<file path="src/rtl/hole_pkg.sv">
// Shared encodings for the free-hole allocator.
package hole_pkg;
    typedef enum logic [1:0] {
        POL_FIRST = 2'd0,
        POL_NEXT  = 2'd1,
        POL_BEST  = 2'd2,
        POL_WORST = 2'd3
    } policy_e;

    typedef enum logic {
        OP_ALLOC   = 1'b0,
        OP_RELEASE = 1'b1
    } op_e;

    typedef enum logic [1:0] {
        ST_IDLE   = 2'd0,
        ST_SCAN   = 2'd1,
        ST_COMMIT = 2'd2,
        ST_RESP   = 2'd3
    } state_e;
endpackage

</file>
<file path="src/rtl/hole_table.sv">
// hole_table: register file of free holes (valid, start, length).
// One combinational read port serves the scan. Write port A rewrites a
// whole entry. Port B only empties an entry.
// Assumes: ENTRIES is a power of two; A and B never target the same index
// in one cycle. Reset leaves a single hole [0, MEM_WORDS) in entry 0.
module hole_table #(
    parameter int ENTRIES   = 16,
    parameter int ADDR_W    = 8,
    parameter int MEM_WORDS = 256,
    parameter int LEN_W     = ADDR_W + 1,
    parameter int IDX_W     = $clog2(ENTRIES)
) (
    input  logic              clk,
    input  logic              rst_n,
    input  logic [IDX_W-1:0]  rd_idx,
    output logic              rd_valid,
    output logic [ADDR_W-1:0] rd_start,
    output logic [LEN_W-1:0]  rd_len,
    input  logic              wa_en,
    input  logic [IDX_W-1:0]  wa_idx,
    input  logic              wa_valid,
    input  logic [ADDR_W-1:0] wa_start,
    input  logic [LEN_W-1:0]  wa_len,
    input  logic              wb_en,
    input  logic [IDX_W-1:0]  wb_idx
);
    logic              tv [ENTRIES];
    logic [ADDR_W-1:0] ts [ENTRIES];
    logic [LEN_W-1:0]  tl [ENTRIES];

    // Purpose: reset the pool to one full hole, then apply commit writes.
    always_ff @(posedge clk) begin
        if (!rst_n) begin
            for (int i = 0; i < ENTRIES; i++) begin
                tv[i] <= (i == 0);
                ts[i] <= '0;
                tl[i] <= (i == 0) ? LEN_W'(MEM_WORDS) : '0;
            end
        end else begin
            if (wa_en) begin
                tv[wa_idx] <= wa_valid;
                ts[wa_idx] <= wa_start;
                tl[wa_idx] <= wa_len;
            end
            if (wb_en) begin
                tv[wb_idx] <= 1'b0;
            end
        end
    end

    // Purpose: present the entry selected by the scan index.
    always_comb begin
        rd_valid = tv[rd_idx];
        rd_start = ts[rd_idx];
        rd_len   = tl[rd_idx];
    end
endmodule

</file>
<file path="src/rtl/hole_scan.sv">
// hole_scan: looks at one table entry per step and keeps running results:
// the placement candidate for the active policy, the lower and upper
// neighbours of a released region, any overlap, and the first empty slot.
// Assumes: the caller presents entries in its chosen scan order. For best
// and worst fit that order starts at index 0, so a strict compare keeps the
// lowest index on ties. clear restarts the search.
module hole_scan
    import hole_pkg::*;
#(
    parameter int ADDR_W = 8,
    parameter int LEN_W  = ADDR_W + 1,
    parameter int IDX_W  = 4
) (
    input  logic              clk,
    input  logic              rst_n,
    input  logic              clear,
    input  logic              step,
    input  logic [IDX_W-1:0]  e_idx,
    input  logic              e_valid,
    input  logic [ADDR_W-1:0] e_start,
    input  logic [LEN_W-1:0]  e_len,
    input  policy_e           policy,
    input  logic [ADDR_W-1:0] rel_addr,
    input  logic [LEN_W-1:0]  size,
    output logic              fit_hit,
    output logic [IDX_W-1:0]  fit_idx,
    output logic [ADDR_W-1:0] fit_start,
    output logic [LEN_W-1:0]  fit_len,
    output logic              lo_hit,
    output logic [IDX_W-1:0]  lo_idx,
    output logic [ADDR_W-1:0] lo_start,
    output logic [LEN_W-1:0]  lo_len,
    output logic              hi_hit,
    output logic [IDX_W-1:0]  hi_idx,
    output logic [LEN_W-1:0]  hi_len,
    output logic              ovl,
    output logic              emp_hit,
    output logic [IDX_W-1:0]  emp_idx
);
    localparam int END_W = LEN_W + 1;

    logic [END_W-1:0] e_end, r_end;
    logic fits, take_fit, lo_m, hi_m, ov_m, emp_m;

    // Purpose: compare the current entry with the request.
    always_comb begin
        e_end = END_W'(e_start) + END_W'(e_len);
        r_end = END_W'(rel_addr) + END_W'(size);
        fits  = e_valid && (e_len >= size);
        unique case (policy)
            POL_BEST:  take_fit = !fit_hit || (e_len < fit_len);
            POL_WORST: take_fit = !fit_hit || (e_len > fit_len);
            default:   take_fit = !fit_hit;
        endcase
        lo_m  = e_valid && (e_end == END_W'(rel_addr));
        hi_m  = e_valid && (END_W'(e_start) == r_end);
        ov_m  = e_valid && (END_W'(e_start) < r_end) && (END_W'(rel_addr) < e_end);
        emp_m = !e_valid && !emp_hit;
    end

    // Purpose: accumulate the search results across the scan.
    always_ff @(posedge clk) begin
        if (!rst_n || clear) begin
            fit_hit <= 1'b0; fit_idx <= '0; fit_start <= '0; fit_len <= '0;
            lo_hit  <= 1'b0; lo_idx  <= '0; lo_start  <= '0; lo_len  <= '0;
            hi_hit  <= 1'b0; hi_idx  <= '0; hi_len    <= '0;
            ovl     <= 1'b0; emp_hit <= 1'b0; emp_idx <= '0;
        end else if (step) begin
            if (fits && take_fit) begin
                fit_hit   <= 1'b1;
                fit_idx   <= e_idx;
                fit_start <= e_start;
                fit_len   <= e_len;
            end
            if (lo_m) begin
                lo_hit   <= 1'b1;
                lo_idx   <= e_idx;
                lo_start <= e_start;
                lo_len   <= e_len;
            end
            if (hi_m) begin
                hi_hit <= 1'b1;
                hi_idx <= e_idx;
                hi_len <= e_len;
            end
            if (ov_m) ovl <= 1'b1;
            if (emp_m) begin
                emp_hit <= 1'b1;
                emp_idx <= e_idx;
            end
        end
    end
endmodule

</file>
<file path="src/rtl/hole_alloc.sv">
// hole_alloc: top of the free-hole allocator. It accepts one request,
// scans all ENTRIES slots (one per cycle), commits the table update in one
// extra cycle, and then holds the response until it is taken.
// Assumes: ENTRIES is a power of two; released regions lie inside
// [0, MEM_WORDS) and were previously granted (not checked beyond overlap).
module hole_alloc
    import hole_pkg::*;
#(
    parameter int ADDR_W    = 8,
    parameter int ENTRIES   = 16,
    parameter int MEM_WORDS = 256
) (
    input  logic              clk,
    input  logic              rst_n,
    input  logic              req_valid,
    output logic              req_ready,
    input  logic              req_op,
    input  logic [1:0]        req_policy,
    input  logic [ADDR_W-1:0] req_addr,
    input  logic [ADDR_W:0]   req_size,
    output logic              rsp_valid,
    input  logic              rsp_ready,
    output logic [ADDR_W-1:0] rsp_addr,
    output logic              rsp_fail,
    output logic              rsp_err
);
    localparam int LEN_W = ADDR_W + 1;
    localparam int END_W = ADDR_W + 2;
    localparam int IDX_W = $clog2(ENTRIES);

    state_e            state;
    logic [IDX_W-1:0]  cnt, base_q, ptr_q, scan_idx;
    op_e               op_q;
    policy_e           pol_q;
    logic [ADDR_W-1:0] addr_q;
    logic [LEN_W-1:0]  size_q;
    logic [ADDR_W-1:0] rsp_addr_q;
    logic              rsp_fail_q, rsp_err_q;
    logic              accept;

    logic              e_valid;
    logic [ADDR_W-1:0] e_start;
    logic [LEN_W-1:0]  e_len;

    logic              fit_hit, lo_hit, hi_hit, ovl, emp_hit;
    logic [IDX_W-1:0]  fit_idx, lo_idx, hi_idx, emp_idx;
    logic [ADDR_W-1:0] fit_start, lo_start;
    logic [LEN_W-1:0]  fit_len, lo_len, hi_len;

    logic              wa_en, wa_valid, wb_en;
    logic [IDX_W-1:0]  wa_idx, wb_idx;
    logic [ADDR_W-1:0] wa_start;
    logic [LEN_W-1:0]  wa_len;
    logic              cm_fail, cm_err, cm_grant;
    logic [ADDR_W-1:0] cm_addr;

    assign accept    = req_valid && (state == ST_IDLE);
    assign req_ready = (state == ST_IDLE);
    assign rsp_valid = (state == ST_RESP);
    assign rsp_addr  = rsp_addr_q;
    assign rsp_fail  = rsp_fail_q;
    assign rsp_err   = rsp_err_q;
    assign scan_idx  = base_q + cnt;

    hole_table #(
        .ENTRIES(ENTRIES), .ADDR_W(ADDR_W), .MEM_WORDS(MEM_WORDS),
        .LEN_W(LEN_W), .IDX_W(IDX_W)
    ) u_table (
        .clk(clk), .rst_n(rst_n),
        .rd_idx(scan_idx), .rd_valid(e_valid), .rd_start(e_start), .rd_len(e_len),
        .wa_en(wa_en), .wa_idx(wa_idx), .wa_valid(wa_valid),
        .wa_start(wa_start), .wa_len(wa_len),
        .wb_en(wb_en), .wb_idx(wb_idx)
    );

    hole_scan #(.ADDR_W(ADDR_W), .LEN_W(LEN_W), .IDX_W(IDX_W)) u_scan (
        .clk(clk), .rst_n(rst_n),
        .clear(accept), .step(state == ST_SCAN),
        .e_idx(scan_idx), .e_valid(e_valid), .e_start(e_start), .e_len(e_len),
        .policy(pol_q), .rel_addr(addr_q), .size(size_q),
        .fit_hit(fit_hit), .fit_idx(fit_idx), .fit_start(fit_start), .fit_len(fit_len),
        .lo_hit(lo_hit), .lo_idx(lo_idx), .lo_start(lo_start), .lo_len(lo_len),
        .hi_hit(hi_hit), .hi_idx(hi_idx), .hi_len(hi_len),
        .ovl(ovl), .emp_hit(emp_hit), .emp_idx(emp_idx)
    );

    // Purpose: turn the scan results into table writes and a response.
    always_comb begin
        wa_en = 1'b0; wa_idx = '0; wa_valid = 1'b0; wa_start = '0; wa_len = '0;
        wb_en = 1'b0; wb_idx = '0;
        cm_fail = 1'b0; cm_err = 1'b0; cm_grant = 1'b0; cm_addr = '0;
        if (state == ST_COMMIT) begin
            if (op_q == OP_ALLOC) begin
                if (size_q == '0 || !fit_hit) begin
                    cm_fail = 1'b1;
                end else begin
                    cm_grant = 1'b1;
                    cm_addr  = fit_start;
                    wa_en    = 1'b1;
                    wa_idx   = fit_idx;
                    wa_valid = (fit_len != size_q);
                    wa_start = ADDR_W'(END_W'(fit_start) + END_W'(size_q));
                    wa_len   = fit_len - size_q;
                end
            end else begin
                if (size_q == '0 || ovl) begin
                    cm_err = 1'b1;
                end else if (lo_hit && hi_hit) begin
                    wa_en = 1'b1; wa_idx = lo_idx; wa_valid = 1'b1;
                    wa_start = lo_start; wa_len = lo_len + size_q + hi_len;
                    wb_en = 1'b1; wb_idx = hi_idx;
                end else if (lo_hit) begin
                    wa_en = 1'b1; wa_idx = lo_idx; wa_valid = 1'b1;
                    wa_start = lo_start; wa_len = lo_len + size_q;
                end else if (hi_hit) begin
                    wa_en = 1'b1; wa_idx = hi_idx; wa_valid = 1'b1;
                    wa_start = addr_q; wa_len = size_q + hi_len;
                end else if (emp_hit) begin
                    wa_en = 1'b1; wa_idx = emp_idx; wa_valid = 1'b1;
                    wa_start = addr_q; wa_len = size_q;
                end else begin
                    cm_err = 1'b1;
                end
            end
        end
    end

    // Purpose: sequence accept, scan, commit and response hand-off.
    always_ff @(posedge clk) begin
        if (!rst_n) begin
            state      <= ST_IDLE;
            cnt        <= '0;
            base_q     <= '0;
            ptr_q      <= '0;
            op_q       <= OP_ALLOC;
            pol_q      <= POL_FIRST;
            addr_q     <= '0;
            size_q     <= '0;
            rsp_addr_q <= '0;
            rsp_fail_q <= 1'b0;
            rsp_err_q  <= 1'b0;
        end else begin
            unique case (state)
                ST_IDLE: begin
                    if (req_valid) begin
                        op_q   <= op_e'(req_op);
                        pol_q  <= policy_e'(req_policy);
                        addr_q <= req_addr;
                        size_q <= req_size;
                        base_q <= (op_e'(req_op) == OP_ALLOC &&
                                   policy_e'(req_policy) == POL_NEXT) ? ptr_q : '0;
                        cnt    <= '0;
                        state  <= ST_SCAN;
                    end
                end
                ST_SCAN: begin
                    cnt <= cnt + 1'b1;
                    if (cnt == IDX_W'(ENTRIES - 1)) state <= ST_COMMIT;
                end
                ST_COMMIT: begin
                    rsp_addr_q <= cm_addr;
                    rsp_fail_q <= cm_fail;
                    rsp_err_q  <= cm_err;
                    if (cm_grant) ptr_q <= fit_idx;
                    state <= ST_RESP;
                end
                default: begin
                    if (rsp_ready) state <= ST_IDLE;
                end
            endcase
        end
    end
endmodule

</file>
<file path="config.mk">
export PLATFORM = sky130hd
export DESIGN_NAME = hole_alloc
export DESIGN_NICKNAME = d
export VERILOG_FILES = /design/src/rtl/hole_pkg.sv /design/src/rtl/hole_table.sv /design/src/rtl/hole_scan.sv /design/src/rtl/hole_alloc.sv
export SDC_FILE = /design/constraint.sdc
export NUM_CORES = 1
export LEC_CHECK = 0
export BUFFER_PORTS_ARGS = -buffer_cell sky130_fd_sc_hd__buf_2
export CORE_MARGIN = 4
export CORE_UTILIZATION = 50
export CTS_CLUSTER_SIZE = 14
export DETAILED_ROUTE_END_ITERATION = 16
export PLACE_DENSITY_LB_ADDON = 0.12
export SYNTH_ARGS = -nofsm -noshare
export SYNTH_HDL_FRONTEND = slang
export SYNTH_SLANG_ARGS = --single-unit
</file>
<file path="constraint.sdc">
create_clock -name clk -period 7.7 [get_ports clk]
set_clock_uncertainty 0.1 [all_clocks]
set_input_delay 0.385 -clock clk [delete_from_list [all_inputs] [get_ports clk]]
set_output_delay 0.385 -clock clk [all_outputs]
set_load 0.02 [all_outputs]
</file>
==> results.md <==
- Switch Pwr: 0.001762 W
- Seq/Total Area, Yosys: between 50% and 60%
- Slew Viols, Final: 0
- Slew margin rel.: 16.86%
- Crit start category: flop
- CP max stage cell: fa_4
- Core area: slightly above 40,000 um2
- Final-layout fill cell count: 3,421
- Die area: 44,990 um2
- Die Ht: roughly 210 um
- First-pass GRT wire length: 94,880 um
- Internal power: 0.004131 W
- Die Wd: between 200 and 250 um
- Cell count after placement: 2,320
- Sequential Power Share: about two fifths
- Clock-pin slew on the worst setup and hold paths: 0.06 ns
- Netlist cell types: 84
- R2R setup slack: approximately 2 ns
- Synth Instances: ~1,800
- DR pass1 iterations: 5
- Initial drt markers: 1,401
- Status: completed
- TritonCTS clock tree: yes
- Post-Syn Area: 20,830 um2
- Antenna viol nets, final: 0
- Clock power share: 35.0%
- Row count: 74
- I/O pin count: 36
- Antenna violations before repair: 0
- Layout area overhead: 11.15%
- Worst hold path class: in -> reg
- H-tree depth: 2
- TritonCTS Buffers: 44
- RR Startpoint: cnt[0]$_SDFFE_PN0P_
- Worst-path fanout max: 50
- Crit Path Category: reg -> reg
- Hold Path Depth: 3
- Worst Hold End: op_q$_SDFFE_PN0P_
- FF+latch area: between 10,000 and 15,000 um2
- Non-filler cells, final: 2,413
- Yosys warns: 0
- Max-cap violations: 0
- Worst r2r path cells: 20
- Clock buffer depth: 3
- Global route total overflow: 0
- Combinational share of power: 23.3%
- RSZ-0062 raised after global routing: false
- Final hold violations: 0
- Initial Util: around half
- Most common flop cell mapped by yosys: edfxtp_1
- Power Dens Cells: 254.5 nW/um2
- Syn nets: slightly below 2,000
- Critical Path AT: 6.15 ns
- Crit path capture type: flop
- Slew @ Worst Pin: 1.245 ns
- Multi-input gate area: 9494 um2
- DR vias: about 15,000
- Hpwl dp: 41,970 um
- Data required, critical path: 8.10 ns
- Post-CTS sizing: 0
- GRT Total Usage: 28.55%
- Final setup vio count: 0
- Worst vdd ir: 210.8 uV
- Share of cells above drive strength 1: 15.47%
- Nets@finish: 1,979
- DR WL/cell: between 20 and 30 um
- Worst hold start: req_op
- Number of synthesized register bits: 396
- Via density per instance: just over 6
- Ys async rst share: 0%
- Mapped Avg Cell Area: approximately 11 um2
- PortBufs: 35
- Largest net degree at the start of global routing: 59
- R2r endpoint: u_scan.lo_len[5]$_SDFFE_PP0P_
- Net switching share of the total power: 29.90%
- Worst skew pair latency: approximately 0.58 ns
- Leakage: around 8.3 nW
- GPL Wtd Cong: roughly 0.9
- Slowest stage delay, CP: 1.32 ns
- DRC: 0
- Fmax: ~0.17 GHz
- Min cycle time layout: roughly 5.7 ns
- Vias in the first global route: roughly 15,000
- Wirelength, routed: 64,030 um
- Post-synth EDFFs: 272
- Clock root buffer master: clkbuf_16
- Fin crit share: 74.64%
- Antenna cells: 0
- Sink Count: 396
- CP Cell Sequence: ha_4 > fa_4 > mux4_2 > mux2i_1 > mux2_2 > inv_1 > ha_1 > inv_1 > fa_1 > nor2b_1 > o21ai_0 > a21oi_1 > o21ai_0 > nand2b_1 > xnor2_1 > ha_1 > nand4_1 > nor2_1 > and3_1 > mux2i_1
- Setup TNS Final: 0 ns
worst max-delay path by stage:
stage                             start                          endpoint  slack (ns)  cells after the start
floorplan           cnt[0]$_SDFFE_PN0P_     u_scan.lo_len[0]$_SDFFE_PP0P_        2.70                     21
global placement    cnt[0]$_SDFFE_PN0P_  u_scan.fit_start[2]$_SDFFE_PP0P_        2.11                     14
detailed placement  cnt[0]$_SDFFE_PN0P_     u_scan.lo_len[5]$_SDFFE_PP0P_        1.99                     20
CTS                 cnt[0]$_SDFFE_PN0P_     u_scan.lo_len[5]$_SDFFE_PP0P_        1.98                     20
global route        cnt[0]$_SDFFE_PN0P_   u_scan.lo_start[7]$_SDFFE_PP0P_        1.57                     20
finish              cnt[0]$_SDFFE_PN0P_     u_scan.lo_len[5]$_SDFFE_PP0P_        1.95                     20
final cells by class:
type	count	share of cell area, %
Multi-Input combinational cell	1250	41.01
Timing Repair Buffer	106	3.286
Clock inverter	21	0.8106
Tap cell	532	2.875
Clock buffer	56	5.177
Inverter	52	0.8431
Sequential cell	396	46.00
per-stage QoR:
step	instance area, um2	total power (W)	worst slack [ns]	hold WS, ns	utilization, %
2_1_floorplan	20830	0.003455	2.698	0.3313	-
3_3_place_gp	21610	0.003825	2.107	0.3410	52.68
3_5_place_dp	21610	0.003854	1.993	0.3478	52.68
4_1_cts	23150	0.005911	1.977	0.007684	56.45
5_1_grt	23150	0.006139	1.569	0.02702	56.45
6_report	23150	0.005892	1.953	0.02578	56.45
logic make-up after synthesis:
family,count (synthesis),share of synthesized area (%)
DFF,396,51.13
muxes,173,13.52
xor gates and xnor gates,40,1.718
buffers and inverters,171,3.544
and+or+nand+nor,651,14.15
AOI/OAI and AO/OA,281,9.340
adders and majority gates,105,6.595
per-layer routing:
metal	GRT usage, %	part of all wire (%)
met5	0	0
met4	8.562	3.0
met3	5.725	8.8
met2	46.44	47
met1	39.14	41
timing repair:
action,in CTS,in global routing
setup endpoints to repair,0,0
hold buffers,16,0
setup buffers,0,0
endpoints found under the hold margin,16,0
layout by cell type, fill, tap and decap left out, types with 32 or more instances in the layout:
master | netlist | final
a21oi_1 | 70 | 70
buf_2 | 26 | 35
buf_4 | 5 | 54
clkbuf_16 | 0 | 46
dfxtp_1 | 124 | 124
edfxtp_1 | 272 | 272
ha_1 | 97 | 96
inv_1 | 51 | 51
mux2i_1 | 74 | 74
mux4_2 | 84 | 84
nand2_1 | 181 | 181
nor2_1 | 291 | 291
nor2b_1 | 37 | 37
o21ai_0 | 32 | 32
synthesized netlist by cell type (all sizes together) (8+ instances only):
master  number  area [um2]
a22oi       12       90.09
and2        14       90.09
nor3        20       111.4
or2         26       165.2
nand2      181       679.4
nand2b      18       112.6
mux4        85        1918
nor2       291        1092
ha          97        1214
mux2i       74       740.7
and3         8       50.05
o21a        15       112.6
edfxtp     272        8168
nand3b       8       60.06
a21boi      24       180.2
xnor2       18       157.7
inv         52       195.2
xor2        22       200.2
fa           8       160.2
a211oi      13       107.6
dfxtp      124        2482
mux2        14       157.7
nand3       22       115.1
nor2b       37       231.5
o21ai       33       165.2
a21o        18       135.1
buf         47       272.8
clkbuf      72       270.3
a31oi       16       106.4
a21oi       70       350.3
power groups by stage:
stage / registers (W) / clock network (W) / logic (W)
5_1_grt: 0.00246 / 0.00217 / 0.00150
6_report: 0.00246 / 0.00206 / 0.00137
4_1_cts: 0.00245 / 0.00209 / 0.00137
2_1_floorplan: 0.00247 / 0 / 0.000987
3_5_place_dp: 0.00250 / 0 / 0.00136
3_3_place_gp: 0.00249 / 0 / 0.00133
flip-flops by register name (all words and copies together) (netlist names), 8 cells and up:
| name | flops |
|---|---|
| u_table.tl | 144 |
| u_table.ts | 128 |
| u_table.tv | 16 |
| size_q | 9 |
| u_scan.fit_len | 9 |
| u_scan.hi_len | 9 |
| u_scan.lo_len | 9 |
| addr_q | 8 |
| rsp_addr | 8 |
| u_scan.fit_start | 8 |
| u_scan.lo_start | 8 |
critical path: cells and delay by family (launching register included):
| family | cells | cell delay [ns] |
|---|---|---|
| AO/OA/AOI/OAI | 3 | 0.57 |
| XOR/XNOR | 1 | 0.07 |
| adder cells (fa/ha/maj) | 5 | 2.45 |
| buffers and inverters | 2 | 0.14 |
| flip-flops | 1 | 0.36 |
| multiplexers | 4 | 1.01 |
| AND/OR/NAND/NOR | 5 | 0.92 |
Note: power is estimated with default switching activity, not from simulation.
